`config.mk`:
```
export PLATFORM = sky130hd
export DESIGN_NAME = strip_seq
export DESIGN_NICKNAME = d
export VERILOG_FILES = /design/src/rtl/strip_seq_pkg.sv /design/src/rtl/strip_seq_edges.sv /design/src/rtl/strip_seq_timer.sv /design/src/rtl/strip_seq_fsm.sv /design/src/rtl/strip_seq.sv
export SDC_FILE = /design/constraint.sdc
export NUM_CORES = 1
export LEC_CHECK = 0
export BUFFER_PORTS_ARGS = -buffer_cell sky130_fd_sc_hd__clkbuf_2
export CAP_MARGIN = 20
export CORE_ASPECT_RATIO = 1.25
export CORE_MARGIN = 8
export CORE_UTILIZATION = 59
export DETAILED_ROUTE_END_ITERATION = 8
export GPL_TIMING_DRIVEN = 0
export PLACE_DENSITY = 0.88
export SLEW_MARGIN = 20
export SYNTH_ARGS = -nofsm -noshare
export SYNTH_HDL_FRONTEND = slang
export SYNTH_SLANG_ARGS = --single-unit
```
`constraint.sdc`:
```
create_clock -name clk -period 4.4 [get_ports clk]
set_input_delay 0.44 -clock clk [delete_from_list [all_inputs] [get_ports clk]]
set_output_delay 0.44 -clock clk [all_outputs]
set_load 0.02 [all_outputs]
```
`src/rtl/strip_seq_pkg.sv`:
```
package strip_seq_pkg;

    typedef enum logic [2:0] {
        S_IDLE,
        S_DFETCH,
        S_DDECODE,
        S_SPACE,
        S_CWAIT,
        S_CACT,
        S_CREST
    } seq_state_t;

    // character cell geometry
    localparam int CELL_W   = 12;
    localparam int CELL_RD  = CELL_W - 2;   // cell pixel at which the next code is requested
    localparam int LINE_MUL = 12;
    localparam int MRG_OFS  = 8;
    localparam int MRG_MUL  = 3;

endpackage

```
`src/rtl/strip_seq_edges.sv`:
```
module strip_seq_edges (
    input  logic clk,
    input  logic rst_n,
    input  logic hsync,
    input  logic vsync,
    output logic hs_rise,
    output logic vs_fall
);

    logic hs_q;
    logic vs_q;

    always_ff @(posedge clk or negedge rst_n) begin
        if (!rst_n) begin
            hs_q <= 1'b0;
            vs_q <= 1'b0;
        end else begin
            hs_q <= hsync;
            vs_q <= vsync;
        end
    end

    assign hs_rise = hsync & ~hs_q;
    assign vs_fall = vs_q & ~vsync;

endmodule

```
`src/rtl/strip_seq_timer.sv`:
```
module strip_seq_timer import strip_seq_pkg::*; #(
    parameter int LD_W = 6,
    parameter int DD_W = 8,
    parameter int PX_W = 11
) (
    input  logic            clk,
    input  logic            rst_n,
    input  logic            hs_rise,
    input  logic [LD_W-1:0] cfg_line_dur,
    input  logic [DD_W-1:0] cfg_left_dly,
    output logic            line_start,
    output logic            code_pt
);

    logic [PX_W-1:0] px_q;
    logic [PX_W-1:0] len_m1;
    logic [PX_W-1:0] margin;

    assign len_m1 = (PX_W'(cfg_line_dur) + PX_W'(1)) * PX_W'(LINE_MUL) - PX_W'(1);
    assign margin = (PX_W'(cfg_left_dly) + PX_W'(MRG_OFS)) * PX_W'(MRG_MUL);

    assign line_start = hs_rise | (px_q == len_m1);
    assign code_pt    = (px_q == margin - PX_W'(2));

    always_ff @(posedge clk or negedge rst_n) begin
        if (!rst_n)          px_q <= '0;
        else if (line_start) px_q <= '0;
        else                 px_q <= px_q + PX_W'(1);
    end

endmodule

```
`src/rtl/strip_seq_fsm.sv`:
```
module strip_seq_fsm import strip_seq_pkg::*; #(
    parameter int AW       = 10,
    parameter int DW       = 16,
    parameter int PAGE_W   = 3,
    parameter int PAGE_SH  = 6,
    parameter int CH_W     = 6,
    parameter int CNT_W    = 8,
    parameter int CODE_W   = 8,
    parameter int EOL_CODE = 0
) (
    input  logic              clk,
    input  logic              rst_n,
    input  logic              line_start,
    input  logic              vs_fall,
    input  logic              code_pt,
    input  logic [PAGE_W-1:0] cfg_page,
    input  logic [CH_W-1:0]   cfg_char_h,
    output logic              mem_rd_en,
    output logic [AW-1:0]     mem_addr,
    input  logic [DW-1:0]     mem_rdata,
    output logic              space_line,
    output logic              space_transp,
    output logic [CH_W-1:0]   slice_idx,
    output logic [CODE_W-1:0] char_code,
    output logic              disp_en
);

    localparam int CPX_W   = $clog2(CELL_W);
    localparam int KIND_B  = DW - 1;
    localparam int FLAG_B  = DW - 2;
    localparam int ZOOM_B  = DW - 3;

    seq_state_t state, nxt;

    logic [AW-1:0]     desc_ptr, code_base, code_ptr;
    logic [CNT_W-1:0]  line_cnt, line_tot, new_tot;
    logic [CPX_W-1:0]  ch_px;
    logic [CODE_W-1:0] code_q;
    logic              flag_q, zoom_q, rd_q, restart_q;
    logic              restart, in_strip, advance, last_line, eol_hit, code_rd, d_kind, d_zoom;

    assign restart   = line_start & (restart_q | vs_fall);
    assign in_strip  = (state == S_SPACE) | (state == S_CWAIT) | (state == S_CACT) | (state == S_CREST);
    assign advance   = line_start & in_strip & ~restart;
    assign last_line = (line_cnt == line_tot - CNT_W'(1));
    assign eol_hit   = rd_q & (mem_rdata[CODE_W-1:0] == CODE_W'(EOL_CODE));
    assign d_kind    = mem_rdata[KIND_B];
    assign d_zoom    = d_kind & mem_rdata[ZOOM_B];
    assign new_tot   = d_kind ? (d_zoom ? CNT_W'({cfg_char_h, 1'b0}) : CNT_W'(cfg_char_h))
                              : mem_rdata[CNT_W-1:0];
    assign code_rd   = ((state == S_CWAIT) & flag_q & code_pt & ~rd_q)
                     | ((state == S_CACT) & (ch_px == CPX_W'(CELL_RD)));

    // next-state selection
    always_comb begin
        nxt = state;
        if (restart) begin
            nxt = S_DFETCH;
        end else if (advance) begin
            nxt = last_line ? S_DFETCH : ((state == S_SPACE) ? S_SPACE : S_CWAIT);
        end else begin
            unique case (state)
                S_IDLE:    nxt = S_IDLE;
                S_DFETCH:  nxt = S_DDECODE;
                S_DDECODE: nxt = (new_tot == '0) ? S_DFETCH : (d_kind ? S_CWAIT : S_SPACE);
                S_SPACE:   nxt = S_SPACE;
                S_CWAIT:   nxt = rd_q ? (eol_hit ? S_CREST : S_CACT) : S_CWAIT;
                S_CACT:    nxt = eol_hit ? S_CREST : S_CACT;
                S_CREST:   nxt = S_CREST;
                default:   nxt = S_IDLE;
            endcase
        end
    end

    // state register
    always_ff @(posedge clk or negedge rst_n) begin
        if (!rst_n) state <= S_IDLE;
        else        state <= nxt;
    end

    // strip bookkeeping and code pipeline
    always_ff @(posedge clk or negedge rst_n) begin
        if (!rst_n) begin
            restart_q <= 1'b0;
            rd_q      <= 1'b0;
            desc_ptr  <= '0;
            code_base <= '0;
            code_ptr  <= '0;
            line_cnt  <= '0;
            line_tot  <= '0;
            flag_q    <= 1'b0;
            zoom_q    <= 1'b0;
            ch_px     <= '0;
            code_q    <= '0;
        end else begin
            restart_q <= (restart_q | vs_fall) & ~line_start;
            rd_q      <= code_rd & ~line_start;
            if (restart)
                desc_ptr <= AW'({cfg_page, {PAGE_SH{1'b0}}});
            else if (state == S_DFETCH)
                desc_ptr <= desc_ptr + AW'(1);
            if (state == S_DDECODE && !restart) begin
                line_cnt  <= '0;
                line_tot  <= new_tot;
                flag_q    <= mem_rdata[FLAG_B];
                zoom_q    <= d_zoom;
                code_base <= mem_rdata[AW-1:0];
                code_ptr  <= mem_rdata[AW-1:0];
            end else if (advance) begin
                line_cnt <= line_cnt + CNT_W'(1);
                code_ptr <= code_base;
            end else if (code_rd) begin
                code_ptr <= code_ptr + AW'(1);
            end
            if (rd_q && !eol_hit) begin
                code_q <= mem_rdata[CODE_W-1:0];
                ch_px  <= '0;
            end else if (state == S_CACT) begin
                ch_px <= ch_px + CPX_W'(1);
            end
        end
    end

    // outputs
    always_comb begin
        mem_rd_en    = (state == S_DFETCH) | code_rd;
        mem_addr     = (state == S_DFETCH) ? desc_ptr : code_ptr;
        space_line   = (state == S_SPACE);
        space_transp = (state == S_SPACE) & flag_q;
        disp_en      = (state == S_CACT);
        char_code    = code_q;
        slice_idx    = '0;
        if (state == S_CWAIT || state == S_CACT || state == S_CREST)
            slice_idx = zoom_q ? line_cnt[CH_W:1] : line_cnt[CH_W-1:0];
    end

endmodule

```
`src/rtl/strip_seq.sv`:
```
module strip_seq import strip_seq_pkg::*; #(
    parameter int AW       = 10,
    parameter int DW       = 16,
    parameter int PAGE_W   = 3,
    parameter int PAGE_SH  = 6,
    parameter int CH_W     = 6,
    parameter int LD_W     = 6,
    parameter int DD_W     = 8,
    parameter int CODE_W   = 8,
    parameter int EOL_CODE = 0
) (
    input  logic              clk,
    input  logic              rst_n,
    input  logic              hsync,
    input  logic              vsync,
    input  logic [PAGE_W-1:0] cfg_page,
    input  logic [CH_W-1:0]   cfg_char_h,
    input  logic [LD_W-1:0]   cfg_line_dur,
    input  logic [DD_W-1:0]   cfg_left_dly,
    output logic              mem_rd_en,
    output logic [AW-1:0]     mem_addr,
    input  logic [DW-1:0]     mem_rdata,
    output logic              line_start,
    output logic              space_line,
    output logic              space_transp,
    output logic [CH_W-1:0]   slice_idx,
    output logic [CODE_W-1:0] char_code,
    output logic              disp_en
);

    localparam int LEN_MAX = (1 << LD_W) * LINE_MUL;
    localparam int MRG_MAX = ((1 << DD_W) - 1 + MRG_OFS) * MRG_MUL;
    localparam int PX_W    = $clog2((LEN_MAX > MRG_MAX) ? LEN_MAX : MRG_MAX) + 1;
    localparam int CNT_W   = CH_W + 2;

    logic hs_rise, vs_fall, code_pt;

    strip_seq_edges u_edges (
        .clk     (clk),
        .rst_n   (rst_n),
        .hsync   (hsync),
        .vsync   (vsync),
        .hs_rise (hs_rise),
        .vs_fall (vs_fall)
    );

    strip_seq_timer #(.LD_W(LD_W), .DD_W(DD_W), .PX_W(PX_W)) u_timer (
        .clk          (clk),
        .rst_n        (rst_n),
        .hs_rise      (hs_rise),
        .cfg_line_dur (cfg_line_dur),
        .cfg_left_dly (cfg_left_dly),
        .line_start   (line_start),
        .code_pt      (code_pt)
    );

    strip_seq_fsm #(
        .AW(AW), .DW(DW), .PAGE_W(PAGE_W), .PAGE_SH(PAGE_SH), .CH_W(CH_W),
        .CNT_W(CNT_W), .CODE_W(CODE_W), .EOL_CODE(EOL_CODE)
    ) u_fsm (
        .clk          (clk),
        .rst_n        (rst_n),
        .line_start   (line_start),
        .vs_fall      (vs_fall),
        .code_pt      (code_pt),
        .cfg_page     (cfg_page),
        .cfg_char_h   (cfg_char_h),
        .mem_rd_en    (mem_rd_en),
        .mem_addr     (mem_addr),
        .mem_rdata    (mem_rdata),
        .space_line   (space_line),
        .space_transp (space_transp),
        .slice_idx    (slice_idx),
        .char_code    (char_code),
        .disp_en      (disp_en)
    );

endmodule

```
Word-level counts from Yosys, hierarchy flattened
Index checks and enable logic that the tools add are counted.
{"block": "word_totals", "out_inout_bits": 29, "register_bits": 78, "word_cells": 99, "mem_bits_rw": 0, "memories": 0, "inputBits": 43, "mem_bits_ro": 0, "latch_bits": 0}
{"block": "classes", "order_cmp": 0, "n_mul": 2, "muxes": 24, "bitwise": 26, "n_eq_ne": 10, "reduce_logical": 12, "div_mod_pow": 0, "add_sub_neg": 10, "shifts": 0}
{"op": "$mux 10", "count": 6}
{"op": "$mux 8", "count": 3}
{"op": "$eq 11x11->1", "count": 2}
{"op": "$mux 3", "count": 7}
{"op": "$add 10x1->10 const B", "count": 2}
{"op": "$pmux 3 s6", "count": 1}
{"op": "$logic_not 8->1", "count": 2}
{"op": "$and 1x1->1", "count": 14}
{"op": "$mux 6", "count": 2}
{"op": "$add 11x1->11 const B", "count": 1}
{"op": "$mul 11x2->11 const B", "count": 1}
{"op": "$mul 11x2->9 const B", "count": 1}
{"op": "$mux 11", "count": 1}
{"op": "$sub 11x1->11 const B", "count": 1}
{"op": "$sub 11x2->11 const B", "count": 1}
{"op": "$add 8x4->9 const B", "count": 1}
{"op": "$eq 3x3->1 const B", "count": 3}
{"op": "$add 8x1->8 const B", "count": 1}
{"op": "$eq 8x8->1", "count": 1}
{"op": "$mux 4", "count": 2}
{"op": "$sub 8x1->8 const B", "count": 1}
{"op": "$add 6x1->7 const B", "count": 1}
{"op": "$mux 7", "count": 1}
{"op": "$or 1x1->1", "count": 7}
{"op": "other kinds (11)", "count": 21}

Logic depth before layout (Yosys ltp)
Gate-level depths: netlist of run 1.
{"block": "depth", "word_depth": 10, "mapped_depth": 17, "ltp_nobuf": 17}

Modules after synthesis
Synthesis of run 1 repeated with hierarchy kept, for this count alone.
{"block": "unflattened", "cells_unflattened": 685, "area_unflattened_um2": 6000.8}
{"mod": "strip_seq_fsm", "seq_area_each_um2": 1626.6, "area_each_um2": 3936.3, "instances": 1, "cells_each": 439}
{"mod": "strip_seq_timer", "seq_area_each_um2": 275.3, "area_each_um2": 1986.9, "instances": 1, "cells_each": 242}
{"mod": "strip_seq_edges", "seq_area_each_um2": 50.0, "area_each_um2": 77.6, "instances": 1, "cells_each": 4}

Worst setup path before layout of run 1
Ideal clock, no wire load.
{"block": "synth_timing", "path_kind": "in2out", "start": "input port cfg_line_dur[0]", "end": "output port line_start", "path_slack_ns": 0.359, "stages": 13, "required_time_ns": 3.960, "arrival_ns": 3.601, "n_path_buf": 2, "cell_sequence": "clkbuf_1 inv_1 ha_1 inv_1 ha_1 a21o_1 a311oi_2 a2bb2oi_2 a211oi_1 or4b_1 and3_1 a21oi_1 clkbuf_1"}
{"block": "synth_between", "elab_chain_len": 5}
{"item": "from (decl)", "line_no": "strip_seq.sv:18", "source": "input logic [LD_W-1:0] cfg_line_dur,"}
{"item": "$add 6x1->7", "line_no": "strip_seq_timer.sv:19", "source": "assign len_m1 = (PX_W'(cfg_line_dur) + PX_W'(1)) * PX_W'(LINE_MUL) - PX_W'(1);"}
{"item": "$mul 11x2->9", "line_no": "strip_seq_timer.sv:19"}
{"item": "$sub 11x1->11", "line_no": "strip_seq_timer.sv:19"}
{"item": "$eq 11x11->1", "line_no": "strip_seq_timer.sv:22", "source": "assign line_start = hs_rise | (px_q == len_m1);"}
{"item": "$or 1x1->1", "line_no": "strip_seq_timer.sv:22"}
{"item": "to (decl)", "line_no": "strip_seq.sv:23", "source": "output logic line_start,"}
No other way between the ends.

Final worst setup path of run 1
Same ends and word-level chain as after synthesis.

==> results of run 1 <==
==> timing repair <==
action / CTS / global route
pin swaps: 0 / 4
setup endpoints to repair: 1 / 11
buffers inserted: 0 / 1
cloned: 0 / 0
gates resized for setup: 5 / 14
hold endpoints to repair: 0 / 0
==> cells in the mapped netlist, types with 14 or more instances <==
library cell,n,share of area
dfrtp_1,78,0.34
nor2_1,70,0.046
nand2_1,66,0.044
inv_1,43,0.028
xnor2_1,42,0.065
xor2_1,34,0.052
ha_1,31,0.068
nand3_1,30,0.026
o21ai_0,30,0.026
a21oi_1,29,0.026
clkbuf_1,18,0.012
mux2i_1,18,0.032
and3_1,16,0.018
nand4_1,14,0.015
==> power by group <==
part / switching (mW) / internal, mW
sequential: 0.251 / 0.971
clock: 0.279 / 0.438
combinational: 0.908 / 0.654
==> cell families (layout without fill, tap and decap cells) <==
logic type               count (synthesis)  in the layout  share of synthesized area
AO/OA/AOI/OAI                          125            125                      0.159
flip-flops                              78             78                      0.344
multiplexers                            31             31                     0.0575
AND/OR/NAND/NOR                        230            230                      0.193
adder cells (fa/ha/maj)                 33             33                     0.0753
XOR/XNOR                                77             77                      0.121
buffers and inverters                   70            153                     0.0504
==> layer usage <==
layer / routed length (um) / GRT usage / vias to the layer above
met5: 0 / 0 / -
met4: 616 / 0.123 / 0
met3: 608 / 0.0306 / 42
met2: 7500 / 0.401 / 184
met1: 5790 / 0.244 / 2491
li1: - / - / 2408
==> sequential cells by signal, summed over array words and instances (netlist names), 3 cells and up <==
signal / flops
u_fsm.ch_px: 4
u_fsm.desc_ptr: 10
u_fsm.state: 3
u_fsm.line_tot: 8
u_fsm.char_code: 8
u_fsm.code_base: 10
u_fsm.line_cnt: 8
u_fsm.code_ptr: 10
u_timer.px_q: 11
==> layout make-up <==
class                   count  share of cell area
well taps                 126              0.0241
multi-input cells         496               0.535
clock buffers              12              0.0361
clock inverters             4             0.00725
flip-flops and latches     78               0.298
plain buffers              27              0.0199
repair buffers             67              0.0554
inverters                  43              0.0246
==> worst max-delay path: stages <==
cell and delay [ns]:
clkbuf_2 0.09, clkbuf_2 0.18, inv_1 0.06, ha_1 0.33, inv_1 0.06, ha_1 0.31
a21o_1 0.25, a211o_1 0.39, a211oi_4 0.30, o21ai_2 0.10, or4_4 0.45, a41oi_2 0.38
a21oi_4 0.10, buf_4 0.20, clkbuf_2 0.16
==> worst paths after layout <==
path / startpoint / to / slack, ns / depth (start not counted)
worst max register to register: u_timer.px_q[8]$_DFF_PN0_ / u_fsm.code_ptr[6]$_DFFE_PN0P_ / 1.49 / 11
worst min register to register: u_fsm.char_code[2]$_DFFE_PN0P_ / u_fsm.char_code[2]$_DFFE_PN0P_ / 0.49 / 2
min in group clk: hsync / u_edges.hs_q$_DFF_PN0_ / 0.24 / 1
worst max-delay path: cfg_line_dur[0] / line_start / 0.15 / 15
worst min-delay path: rst_n / u_fsm.ch_px[3]$_DFFE_PN0P_ / 0.06 / 1
max in group asynchronous: rst_n / u_fsm.zoom_q$_DFFE_PN0P_ / 3.74 / 2
==> run summary, run 1 <==
crit end category = output port
Synth async-reset ratio = 1.00
total grt overflow = 0
# DRC = 0
CTS Sinks = 78
area grow syn2layout = 15.4%
CTS tree = built
vias per cell = 6.01
Layout Utilization = 0.689
layout cells sized above 1 = 0.180
Hold Buf Count CTS = 0
placed cell count = 836
CTS Root Cell = clkbuf_16
crit path setup slack, layout = 0.146 ns
area of the multi-input gates = 3510 um^2
Routed Antenna Nets = 0
Mean Syn Cell Area = 8.82 um^2
critical path type = in2out
total negative setup slack = 0 ns
CP startpoint kind = input pin
crit share post-route = 0.967
Clock Path Buffers = 2
register area = 1950 um^2
power per cell area = 534 nW/um^2
Post-Place Setup Slack = -0.345 ns
Hold Fails Final Rpt = 0
via count = 5125
first-pass GRT wire length = 24.4 mm
antenna fix cells = 0
CTS buffer count = 9
Hold Crit Class = in2async
post-synth cell types = 70
drt wl/cell = 17.0 um
FF+latch count, synth = 78
Fin Hold WS = 0.0600 ns
Initial DRC Count = 271
Initial Utilization = 0.597
final number of setup-violating endpoints = 0
largest net degree at the start of global routing = 54
fin cells = 853
post-DP HPWL = 11.1 mm
Post-Route WL = 14.5 mm
critical path peak fanout = 10
Worst Tran Pin Value = 0.756 ns
depth of the CTS H-tree = 3
Period minus WS final = 4.25 ns
Rel. slew slack = 0.494
Clock Latency Late Sink = 0.33 ns
antenna violations before repair = 0
site row count = 40
drt first pass iters = 5
most frequent cells in the layout = 78 x dfrtp_1, 69 x nor2_1, 66 x clkbuf_2, 66 x nand2_1, 43 x inv_1
Synth Flop Type = dfrtp_1
status = completed
layout net count = 798
Max VDD drop = 0.277 mV
Mapped Cells = 644
clock slew at reported path FFs = 0.06 ns
Chip Width = 104 um
full die area = 13000 um^2
GRT Resource Usage Total = 0.221
Max-Cap Viols = 0
placed inst area = 6190 um^2
Core Box Area = 9510 um^2
# port buffers = 65
global placement routability congestion = 0.871
vias in the first global route = 5290
Pwr Total = 3.50 mW
number of flops mapped to enable cells by yosys = 0
clk_skew = 0.00858 ns
yosys warns = 0
design area = 6560 um^2
Die Y-Extent = 126 um
# IOs = 72
Slew Viols, Final = 0
post-synth net total = 720
sequential cell area fraction in the yosys report = 0.344
Cell Area, Synth = 5680 um^2
worst path arrival time = 3.81 ns
f_max = 0.235 GHz
Worst EP required = 3.96 ns
Filler cells = 753
commonest non-fill, non-tap cell in the layout = dfrtp_1
LEAKAGE = 3.15 nW
No activity file was read; power rests on OpenSTA's default activity.
==> run 2: changes to the inputs <==
--- a/config.mk
+++ b/config.mk
@@ -9,11 +9,12 @@
 export CAP_MARGIN = 20
 export CORE_ASPECT_RATIO = 1.25
 export CORE_MARGIN = 8
-export CORE_UTILIZATION = 59
+export CORE_UTILIZATION = 60
 export DETAILED_ROUTE_END_ITERATION = 8
 export GPL_TIMING_DRIVEN = 0
-export PLACE_DENSITY = 0.88
+export PLACE_DENSITY = 0.89
 export SLEW_MARGIN = 20
 export SYNTH_ARGS = -nofsm -noshare
 export SYNTH_HDL_FRONTEND = slang
+export SYNTH_HIERARCHICAL = 1
 export SYNTH_SLANG_ARGS = --single-unit
==> run summary, run 2 <==
Mean Syn Cell Area = 8.76 um^2
Initial Utilization = 0.606
Worst Tran Pin Value = 0.544 ns
f_max = 0.231 GHz
Max VDD drop = 0.291 mV
number of flops mapped to enable cells by yosys = 0
crit end category = register
area grow syn2layout = 21.1%
Synth area leader = dfrtp_1
via count = 5444
antenna fix cells = 0
vias in the first global route = 5567
post-synth net total = 762
Layout Utilization = 0.734
Slew Viols, Final = 0
post-DP HPWL = 11.6 mm
worst path arrival time = 4.55 ns
CTS buffer count = 9
Rel. slew slack = 0.636
GRT Resource Usage Total = 0.230
Worst EP required = 4.62 ns
critical path buffer and inverter count = 6
most frequent cells in the layout = 99 x nand2_1, 78 x dfrtp_1, 65 x clkbuf_2
FF+latch count, synth = 78
Period minus WS final = 4.33 ns
clock slew at reported path FFs = 0.06 ns
total grt overflow = 0
# IOs = 72
global placement routability congestion = 0.926
site row count = 41
Setup crit start = cfg_line_dur[0]
CP startpoint kind = input pin
top cells by count, synth = 100 x nand2_1, 78 x dfrtp_1, 58 x nor2_1, 42 x xnor2_1, 37 x inv_1
critical path peak fanout = 10
CP peak stage delay = 0.56 ns
Clock Path Buffers = 2
Synth async-reset ratio = 1.00
vias per cell = 5.99
Die Y-Extent = 128 um
status = completed
top-area cell type share of the netlist area = 0.325
Initial DRC Count = 279
antenna violations before repair = 0
worst path cell trace = clkbuf_2, clkbuf_8, inv_1, ha_4, inv_1, fa_2, xnor2_2, or4_1, o31ai_1, nor3b_2, xnor3_2, nor2_8, o22a_4, buf_6, nor3b_4, o211a_1, or3b_4, buf_6, mux2_4
layout cells sized above 1 = 0.241
Mapped Cells = 685
Hold Fails Final Rpt = 0
Most flops, register = u_timer/px_q
Max stage delay cell, worst path = or4_1
Hold Crit Class = in2async
layout net count = 852
Core Box Area = 9900 um^2
drt wl/cell = 17.6 um
CTS Root Cell = clkbuf_16
drt first pass iters = 5
CTS tree = built
Clock Latency Late Sink = 0.33 ns
crit share post-route = 0.984
Cell Area, Synth = 6000 um^2
post-synth cell types = 79
power per cell area = 559 nW/um^2
clk_skew = 0.00574 ns
top cells by area, synth = dfrtp_1 33%, ha_1 6.5%, nand2_1 6.3%
FF-to-FF setup slack = 0.98 ns
final number of setup-violating endpoints = 0
top-count cell post-synth = nand2_1
LEAKAGE = 3.37 nW
depth of the CTS H-tree = 3
# port buffers = 66
Chip Width = 105 um
first-pass GRT wire length = 25.8 mm
largest net degree at the start of global routing = 43
Post-Route WL = 16.0 mm
Routed Antenna Nets = 0
# DRC = 0
r2r startpoint = u_timer/px_q[7]$_DFF_PN0_
commonest non-fill, non-tap cell in the layout = nand2_1
critical path type = in2reg
full die area = 13500 um^2
sequential cell area fraction in the yosys report = 0.325
yosys warns = 6
Max-Cap Viols = 0
max reg flops = 11
delay-heaviest family, CP = simple AND/OR/NAND/NOR gates
CTS Sinks = 78
Synth Flop Type = dfrtp_1
total negative setup slack = 0 ns
[run 2: cell count changes after synthesis, sizes merged, moves of 6 or more]
| cell | previous run | this run |
|---|---|---|
| a21oi | 29 | 19 |
| buf | 8 | 18 |
| inv | 43 | 37 |
| nand2 | 66 | 100 |
| nand3 | 30 | 17 |
| nor2 | 71 | 59 |
| o31ai | 1 | 7 |
| o32ai | 0 | 9 |
| or2 | 1 | 8 |
[run 2: timing repair]
item	4_1_cts	5_1_grt
gates resized for setup	8	40
hold buffers	0	0
setup buffers	3	9
pin swaps	2	15
endpoints found under the setup margin	42	42
gates cloned	0	0
[run 2: layer usage]
layer,vias to the layer above,track usage,wire (um)
li1,2572,-,-
met1,2607,0.243,6040
met2,218,0.430,8580
met3,47,0.0453,825
met4,0,0.0968,566
met5,-,0,0
[run 2: layout make-up]
cell class / instances / area, um^2
inverter: 37 / 139
clock inverter: 5 / 106
timing repair buffer: 79 / 448
multi-input combinational: 535 / 4010
sequential: 78 / 1950
clock buffer: 11 / 243
tap: 129 / 161
buffer: 35 / 211
fill: 696 / 2630
[run 2: cells by family (layout without fill, tap and decap cells)]
| logic type | Yosys count | count (layout) | synth area share |
|---|---|---|---|
| compound gates | 125 | 125 | 0.149 |
| xor+xnor | 77 | 77 | 0.117 |
| fa+ha+maj | 34 | 34 | 0.0746 |
| buf+inv | 72 | 167 | 0.0530 |
| flops | 78 | 78 | 0.325 |
| mux | 31 | 31 | 0.0557 |
| simple gates | 268 | 268 | 0.226 |
[run 2: worst paths after layout]
path,to,depth (start not counted)
hold reg to reg,u_fsm/char_code[0]$_DFFE_PN0N_,2
setup reg to reg,u_fsm/code_ptr[1]$_DFFE_PN0P_,13
setup / recovery,u_fsm/code_ptr[1]$_DFFE_PN0P_,19
min in group clk,u_edges/hs_q$_DFF_PN0_,1
max in group asynchronous,u_fsm/desc_ptr[8]$_DFFE_PN0P_,2
hold / removal,u_fsm/line_tot[4]$_DFFE_PN0P_,1
[run 2: metrics by stage]
stage          setup WS [ns]  total power, mW  hold WS (ns)  instances  area [um^2]
2_1_floorplan        0.00633             2.59         0.144        685         6070
3_3_place_gp          -0.508             2.95         0.455        880         6560
3_5_place_dp          -0.680             3.06         0.474        881         6580
4_1_cts            0.0000653             3.95         0.120        900         6990
5_1_grt               -0.132             4.33         0.148        909         7270
6_report              0.0723             4.06         0.105        909         7270
[run 2: where the power goes]
group | internal [mW] | leakage, nW | switching [mW] | total (mW)
Sequential | 0.966 | 0.971 | 0.267 | 1.23
Clock | 0.570 | 0.166 | 0.281 | 0.852
Combinational | 0.877 | 2.23 | 1.10 | 1.98
Total | 2.41 | 3.37 | 1.65 | 4.06
==> run 3: changes to the inputs <==
--- a/config.mk
+++ b/config.mk
@@ -11,7 +11,6 @@
 export CORE_MARGIN = 8
 export CORE_UTILIZATION = 60
 export DETAILED_ROUTE_END_ITERATION = 8
-export GPL_TIMING_DRIVEN = 0
 export PLACE_DENSITY = 0.89
 export SLEW_MARGIN = 20
 export SYNTH_ARGS = -nofsm -noshare
==> run summary, run 3 (synthesis results as in run 2) <==
Hold Fails Final Rpt = 21
Chip Width = 105 um
status = finished, violations left
Rel. slew slack = 0.470
commonest non-fill, non-tap cell in the layout = nand2_1
design area = 6990 um^2
Net Sw Power = 1.62 mW
total grt overflow = 0
Hold Crit Class = in2async
global placement routability congestion = 0.933
full die area = 13500 um^2
r2r startpoint = u_timer/px_q[7]$_DFF_PN0_
# IOs = 72
layout cells sized above 1 = 0.224
antenna fix cells = 0
clock power share = 0.194
f_max = 0.238 GHz
Fin Hold WS = -0.0137 ns
Sw Ratio = 0.417
GRT Resource Usage Total = 0.234
Clock Latency Late Sink = 0.35 ns
Core Box Area = 9900 um^2
cell-internal power = 2.27 mW
Post-Route WL = 15.8 mm
Die Y-Extent = 128 um
Reg power frac = 0.341
vias in the first global route = 5589
max reg flops = 11
Logic pwr share = 0.465
site row count = 41
via count = 5497
largest net degree at the start of global routing = 79
Initial DRC Count = 381
layout net count = 837
most frequent cells in the layout = 100 x nand2_1, 78 x dfrtp_1, 66 x clkbuf_2
Max stage delay cell, worst path = ha_2
critical path peak fanout = 6
CTS buffer count = 9
failing checks = negative hold slack
LEAKAGE = 3.30 nW
Max VDD drop = 0.249 mV
final number of setup-violating endpoints = 0
Routed Antenna Nets = 0
worst-case reg-to-reg path depth = 12
crit share post-route = 0.956
CTS tree = built
CTS Sinks = 78
CTS Root Cell = clkbuf_16
# port buffers = 68
post-DP HPWL = 11.6 mm
Initial Utilization = 0.606
CP startpoint kind = input pin
power per cell area = 556 nW/um^2
Worst Tran Pin Value = 0.794 ns
FF-to-FF setup slack = 1.11 ns
vias per cell = 6.15
antenna violations before repair = 0
Layout Utilization = 0.706
first-pass GRT wire length = 26.2 mm
area grow syn2layout = 16.5%
critical path buffer and inverter count = 5
placed cell count = 876
fin cells = 894
Clock Path Buffers = 2
worst path arrival time = 3.77 ns
worst path cell trace = clkbuf_2, ha_1, xnor2_2, ha_1, inv_1, ha_2, nor2_1, a211oi_2, buf_4, nand4_1, a32o_1, a22oi_1, nor4_2, nor4bb_2, buf_4, o21ai_4, o21ai_1, buf_4
Reg-to-Reg End = u_fsm/state[0]$_DFF_PN0_
Worst EP required = 3.96 ns
placed inst area = 6590 um^2
RSZ-0062 raised after global routing = yes
Max-Cap Viols = 0
# DRC = 0
clk_skew = 0.00910 ns
drt wl/cell = 17.6 um
CP peak stage delay = 0.37 ns
Most flops, register = u_timer/px_q
depth of the CTS H-tree = 3
Crit path top cell by count = buf_4
Period minus WS final = 4.21 ns
critical path type = in2out
clock slew at reported path FFs = 0.06 ns
delay-heaviest family, CP = compound AO/OA/AOI/OAI gates
drt first pass iters = 7
Slew Viols, Final = 0
crit end category = output port
run 3: cell types whose count changed in the layout (fill, tap and decap cells not counted), moves of 3 or more:
cell,delta
xor2_1,+3
buf_4,+13
ha_1,+4
clkinv_2,+3
buf_6,-5
ha_4,-3
buf_2,-6
clkbuf_1,-13
run 3: cell type report:
cell class                 instances  area, um^2
inverter                          37         139
clock buffer                      12         256
fill                             727        2910
timing repair buffer              99         598
clock inverter                     4        45.0
tap                              129         161
multi-input combinational        535        3840
sequential                        78        1950
run 3: power by group through the flow:
stage          logic (mW)  registers, mW  clock network (mW)
2_1_floorplan        1.43           1.16                   0
3_3_place_gp         1.63           1.29                   0
3_5_place_dp         1.73           1.31                   0
4_1_cts              1.75           1.30               0.762
5_1_grt              1.98           1.36               0.791
6_report             1.81           1.32               0.754
run 3: worst register-to-register path, delay by kind of cell (launching register included):
kind / cells / cell delay [ns]
AOI/OAI and AO/OA: 5 / 0.91
and+or+nand+nor: 3 / 0.86
xor gates and xnor gates: 2 / 0.58
DFF: 1 / 0.46
buffers and inverters: 2 / 0.37
run 3: metrics by stage:
step,setup TNS (ns),total power [mW],setup WS (ns)
finish,0,3.89,0.194
global route,-0.0448,4.13,-0.0448
CTS,0,3.82,0.0276
detailed placement,-0.436,3.04,-0.112
global placement,0,2.92,0.00560
floorplan,0,2.59,0.00633
run 3: metal layers:
metal | routed length (um) | global-route usage | vias up
li1 | - | - | 2543
met1 | 5900 | 0.252 | 2645
met2 | 8230 | 0.416 | 254
met3 | 983 | 0.0438 | 55
met4 | 648 | 0.142 | 0
met5 | 0 | 0 | -
run 3: worst max path at each step:
stage                          startpoint                             to  slack, ns  cells past startpoint
final                     cfg_left_dly[3]                      mem_rd_en       0.19                     18
after global routing      cfg_left_dly[5]                      mem_rd_en      -0.04                     19
after CTS                 cfg_left_dly[3]                      mem_rd_en       0.03                     18
after detailed placement  cfg_line_dur[0]  u_fsm/code_ptr[5]$_DFFE_PN0P_      -0.11                     17
after global placement    cfg_line_dur[0]  u_fsm/code_ptr[1]$_DFFE_PN0P_      0.006                     16
after floorplan           cfg_line_dur[0]  u_fsm/code_ptr[1]$_DFFE_PN0P_      0.006                     19
run 3: timing repair:
item | 4_1_cts | 5_1_grt
hold buffers | 0 | 0
buffers inserted | 0 | 1
endpoints found under the setup margin | 0 | 12
resized for setup | 0 | 14
